==> config.mk <==
export PLATFORM = sky130hd
export DESIGN_NAME = warp_issue_sel
export DESIGN_NICKNAME = d
export VERILOG_FILES = /design/src/rtl/warp_issue_sel.sv
export SDC_FILE = /design/constraint.sdc
export NUM_CORES = 1
export LEC_CHECK = 0
export CAP_MARGIN = 30
export CORE_MARGIN = 2
export CORE_UTILIZATION = 54
export CTS_BUF_LIST = sky130_fd_sc_hd__clkbuf_16
export DETAILED_ROUTE_END_ITERATION = 12
export GPL_ROUTABILITY_DRIVEN = 0
export PLACE_DENSITY_LB_ADDON = 0.05
export SYNTH_ARGS = -nofsm -noshare
export SYNTH_HDL_FRONTEND = slang
export SYNTH_SLANG_ARGS = --single-unit
==> constraint.sdc <==
create_clock -name clk -period 95.3 [get_ports clk]
set_clock_uncertainty 0.05 [all_clocks]
set_input_delay 19.06 -clock clk [delete_from_list [all_inputs] [get_ports clk]]
set_output_delay 19.06 -clock clk [all_outputs]
set_load 0.01 [all_outputs]
==> src/rtl/warp_issue_sel.sv <==
module warp_issue_sel #(
  parameter int NUM_SLOTS = 24,
  parameter int PRIO_W    = 3,
  localparam int IDX_W    = (NUM_SLOTS > 1) ? $clog2(NUM_SLOTS) : 1
) (
  input  logic                        clk,
  input  logic                        rst_n,
  input  logic [NUM_SLOTS-1:0]        slot_valid,
  input  logic [NUM_SLOTS-1:0]        slot_ready,
  input  logic [NUM_SLOTS*PRIO_W-1:0] slot_prio,
  output logic                        issue_vld,
  output logic [IDX_W-1:0]            issue_slot,
  output logic                        idle
);

  logic [NUM_SLOTS-1:0] rdy_q;
  logic [NUM_SLOTS-1:0] elig;
  logic [NUM_SLOTS-1:0] grant;
  logic                 found;
  logic [PRIO_W-1:0]    best_prio;
  logic [IDX_W-1:0]     best_idx;

  assign elig = slot_valid & rdy_q;

  always_comb begin
    found     = 1'b0;
    best_prio = '0;
    best_idx  = '0;
    for (int i = 0; i < NUM_SLOTS; i++) begin
      if (elig[i] && (!found || slot_prio[i*PRIO_W +: PRIO_W] > best_prio)) begin
        found     = 1'b1;
        best_prio = slot_prio[i*PRIO_W +: PRIO_W];
        best_idx  = IDX_W'(i);
      end
    end
  end

  assign issue_vld  = found;
  assign issue_slot = best_idx;
  assign idle       = ~found;
  assign grant      = found ? ({{(NUM_SLOTS-1){1'b0}}, 1'b1} << best_idx) : '0;

  always_ff @(posedge clk) begin
    if (!rst_n) rdy_q <= '0;
    else        rdy_q <= (rdy_q & ~grant) | slot_ready;
  end

  a_r2_single_grant: assert property (@(posedge clk) disable iff (!rst_n)
    $onehot0(grant));

  a_r4_issue_eligible: assert property (@(posedge clk) disable iff (!rst_n)
    issue_vld |-> (slot_valid[issue_slot] && rdy_q[issue_slot]));

  a_r3_idle_none: assert property (@(posedge clk) disable iff (!rst_n)
    idle |-> ((slot_valid & rdy_q) == '0));

  a_r7_clear_after_issue: assert property (@(posedge clk) disable iff (!rst_n)
    (issue_vld && !slot_ready[issue_slot]) |=> !rdy_q[$past(issue_slot)]);

  for (genvar g = 0; g < NUM_SLOTS; g++) begin : g_set
    a_r8_set_wins: assert property (@(posedge clk) disable iff (!rst_n)
      slot_ready[g] |=> rdy_q[g]);
  end

endmodule

Word-level counts from Yosys, hierarchy flattened:

Cells that the tools add are included.

* shifts and indexed selects: 1
* reductions and logical operators: 69
* order comparisons: 23
* bitwise logic cells: 5
* mux-type cells: 71

Operators by type and width (number)
* 2-to-1 mux 5 bit: 22
* > comparator 3 bit: 23
* 2-to-1 mux 3 bit: 23
* AND 24 bit: 2
* 2-to-1 mux 1 bit: 25
* 2-to-1 mux 24 bit: 1
* inverter 24 bit: 1
* bitwise OR 24 bit: 1
* left shift 1 x 5 -> 24 bit, first input constant: 1
* logical AND 1 bit: 23
* logical NOT 1 bit: 23
* logical OR 1 bit: 23
* inverter 1 bit: 1

* bits in registers: 24
* word-level logic and storage cells: 170

Logic depth before layout (Yosys ltp):

* word-level depth: 99
* gate-level depth with buffers: 199

Worst setup path after synthesis:

OpenSTA, ideal clock, no wires.

* path kind: input-to-output
* from: in slot_valid[0]
* to: out issue_slot[3]
* data arrival time: 50.739 ns
* path buffers: 6
* stages: 179
* setup slack: 25.451 ns
* cell sequence: and2_1 buf_2 nand2_1 ha_1 a21o_1 o21ai_1 a211oi_1 or2_2 ha_1 nand3b_1 a32o_1 a21o_1 nand2_1 nand2_1 ha_1 a21oi_1 a32oi_1 o21bai_1 (+143 left out) a21boi_0 ha_1 nor2b_1 o21a_1 o21ai_0 a21oi_1 clkbuf_1 mux2_2 o31ai_1 ha_1 nor2b_1 o21a_1 o21ai_0 a21oi_1 or2_2 nor3_2 o21ai_1 inv_1

* longest elaborated chain between the ends: 94

RTL lines
* from (decl): RTL line 8 `input logic [NUM_SLOTS-1:0] slot_valid,`
* AND 24 bit (*): RTL line 23 `assign elig = slot_valid & rdy_q;`
* 2-to-1 mux 3 bit or 2-to-1 mux 1 bit (tied branches): RTL line 30 `if (elig[i] && (!found || slot_prio[i*PRIO_W +: PRIO_W] > best_prio)) begin`
* > comparator 3 bit or logical NOT 1 bit (tied branches): RTL line 30
* logical OR 1 bit: RTL line 30
* logical AND 1 bit: RTL line 30
* 2-to-1 mux 3 bit or 2-to-1 mux 1 bit (tied branches): RTL line 30
* > comparator 3 bit or logical NOT 1 bit (tied branches): RTL line 30
* logical OR 1 bit: RTL line 30
* (+78 left out)
* > comparator 3 bit or logical NOT 1 bit (tied branches): RTL line 30
* logical OR 1 bit: RTL line 30
* logical AND 1 bit: RTL line 30
* 2-to-1 mux 3 bit or 2-to-1 mux 1 bit (tied branches): RTL line 30
* > comparator 3 bit or logical NOT 1 bit (tied branches): RTL line 30
* logical OR 1 bit: RTL line 30
* logical AND 1 bit: RTL line 30
* 2-to-1 mux 5 bit (*): RTL line 30
* to (decl): RTL line 12 `output logic [IDX_W-1:0] issue_slot,`

Every way passes the cells marked *; elsewhere a longest branch is shown, timed or not.

Worst setup path in the final report:

Same ends and word-level chain as after synthesis.

==> flow_summary.toml <==
[status]
status = "finished clean"

[sta]
setup_violations = 0
worstMarginPinSlew_ns = 0.855
drv_slew = 0
rsz0062_at_grt = "no"
period_share_pct = 80.8
fmax_ghz = 0.0130
maxSlewHeadroom_pct = 42.9
hold_viol_final = 0
finalCriticalPeriod_ns = 76.96
final.setup.tns_ns = 0

[layout]
instances_no_fill = 876
regMostFlops = "rdy_q"
multi_input_area_um2 = 3840
drive_gt1_share_pct = 7.00
reg_top3 = "rdy_q x24"
fillers = 680
final_nets = 947
largest_register_ffs = 24
antenna_cells = 0
finish.utilization_pct = 73.5
seqCellArea_um2 = 480
area_growth_syn_to_layout_pct = 31.1

[clocking]
insertion_delay_ns = 0.26
postCtsSetupRepairBufs = 0
cts_buffers = 3
clock_path_buffers = 2
clock-root-buffer = "clkbuf_16"
htreeDepth = 1
post_cts_resized = 0
cts.clk_slew.worst_paths_ns = 0.06
cts.sinks = 24
cts_hold_buf = 0
cts_tree = "yes"

[global_routing]
grt_max_degree = 25
gr-total-overflow = 0
grt_pass1_wl_um = 24800
track_usage_pct = 30.9
first_global_vias = 5482
antenna_found_initial = 0

[yosys]
synth_top_area_cell = "ha_1"
syn_avg_cell_area_um2 = 7.10
synth_sequential_area_ratio_pct = 10.4
synthCells = 653
async_flop_share_pct = 0
synth_area_leaders = "ha_1, dfxtp_1, a21oi_1"
yosys_warnings = 0
netlist_area_um2 = 4630
synth_seq_cells = 24
syn_nets = 828
ys_types = 97
synth_edf_count = 0
synthFlopType = "dfxtp_1"
synthDominantCellAreaShare_pct = 14.3

[setup_path]
cp_max_fo = 12
worst_path_largest_cell_delay_ns = 0.70
worstSetupPathType = "primary input to output pin"
worstPathRequired_ns = 76.19
startpoint = "slot_valid[0]"
r2r-start = "rdy_q[0]$_SDFF_PN0_"
slowest_stage = "a21oi_1"
critPathCaptureType = "output pin"
arrival_ns = 57.85
worst_setup_path_start_kind = "primary input"

[pwr]
powerDensity_nw_per_um2 = 26.3
ir_drop_uv = 19.0
leakagePower_nw = 2.62
power.total_uw = 160

[die]
num_rows = 33
die_w_um = 96.6
fp.dieArea_um2 = 9340
coreArea_um2 = 8260
start_util_pct = 56.1
die_y_um = 96.6
ios = 129

[placement]
hpwl_um = 12400
port_buffers = 128
dp_cells = 872

[hold_path]
hold_path.startpoint = "rdy_q[23]$_SDFF_PN0_"
holdCritPathClass = "flop to flop"

[detailed_routing]
detailedRoute.firstIterationViolations = 396
drc_errors = 0
wire_per_inst_um = 17.1
viasPerCell = 6.43
drt_pass1_iterations = 5
wl_met3_um = 1160
route.met2.wl_um = 7040
wl_met1_um = 6380
drt_wl_total_um = 15000
maxUsedRoutingLayer = "met4"
ant_nets = 0
vias = 5633

[run]
cap_violations = 0
## layer usage
layer,up-vias,global-route usage (%)
met5,-,0
met4,0,9.53
met3,39,4.77
met2,280,53.2
met1,2591,39.6
li1,2723,-
## cell usage in the layout, fill, tap and decap left out, drive strengths merged, types with 9 or more instances in the layout
cell type / count
o21ai: 56
a21o: 10
and2: 19
and3: 9
nor2: 42
ha: 53
nor3: 19
clkdlybuf4s50: 128
dfxtp: 24
nand3: 27
a31oi: 12
a211oi: 10
a21oi: 69
nand2: 60
inv: 62
nor2b: 15
o21a: 12
## cell usage after synthesis, types with 3 or more instances
| cell | n |
|---|---|
| nor2b_1 | 15 |
| o2111a_1 | 4 |
| buf_2 | 6 |
| o21ai_1 | 6 |
| a22oi_1 | 3 |
| a21boi_0 | 4 |
| a32oi_1 | 5 |
| nor3_1 | 16 |
| or2_1 | 3 |
| nand3_1 | 26 |
| nand3b_1 | 6 |
| nand2_1 | 60 |
| buf_4 | 3 |
| a41oi_1 | 4 |
| inv_1 | 60 |
| a211oi_1 | 8 |
| o21bai_1 | 4 |
| and3_1 | 8 |
| o211a_1 | 3 |
| mux2_2 | 5 |
| ha_1 | 53 |
| o211ai_1 | 5 |
| nand4_1 | 8 |
| a21oi_1 | 68 |
| a211o_1 | 5 |
| or2_2 | 5 |
| o31ai_1 | 5 |
| dfxtp_1 | 24 |
| a22o_1 | 4 |
| clkbuf_1 | 4 |
| and2_1 | 17 |
| a31oi_1 | 11 |
| a21o_1 | 9 |
| o311ai_2 | 3 |
| o311ai_0 | 5 |
| o22ai_1 | 5 |
| o21ai_0 | 49 |
| nand2b_1 | 3 |
| o2111ai_1 | 3 |
| o21a_1 | 11 |
| nor2_1 | 38 |
## through the flow
step	instance area (um^2)	worst slack [ns]	hold slack (ns)
after floorplan	4630	25.45	0.423
after global placement	5970	20.42	0.437
after detailed placement	5970	19.10	0.455
after CTS	6070	18.92	0.470
after global routing	6070	15.20	0.514
final	6070	18.34	0.466
## worst max-delay path: cells and delay by family
kind | cells | cell delay [ns]
AO/OA/AOI/OAI | 93 | 21.02
buffers and inverters | 11 | 1.78
adder cells (fa/ha/maj) | 23 | 6.53
multiplexers | 2 | 0.82
AND/OR/NAND/NOR | 46 | 8.54
## area by class of cell
type	instances	area share, %
Inverter	62	3.87
Timing Repair Buffer	128	21.1
Clock inverter	1	0.495
Multi-Input combinational cell	553	63.2
Tap cell	105	2.16
Sequential cell	24	7.91
Clock buffer	3	1.24
## path summary, 6_finish.rpt
path,to,slack [ns],cells past startpoint
min reg2reg,rdy_q[23]$_SDFF_PN0_,0.47,2
max,issue_slot[3],18.34,175
max reg2reg,rdy_q[11]$_SDFF_PN0_,56.64,174
min,rdy_q[23]$_SDFF_PN0_,0.47,2
## cell families after synthesis
| logic type | count (synthesis) | synth area share, % |
|---|---|---|
| AOI/OAI and AO/OA | 260 | 39.8 |
| buffers and inverters | 76 | 6.78 |
| adders and majority gates | 54 | 14.5 |
| DFF | 24 | 10.4 |
| muxes | 9 | 2.30 |
| and+or+nand+nor | 230 | 26.2 |
## power breakdown
group	switching [mW]	internal [mW]	total [mW]
sequential	0.00165	0.0117	0.0133
combinational	0.0786	0.0560	0.135
clock	0.00374	0.00836	0.0121
Note: power is estimated with default switching activity, not from simulation.
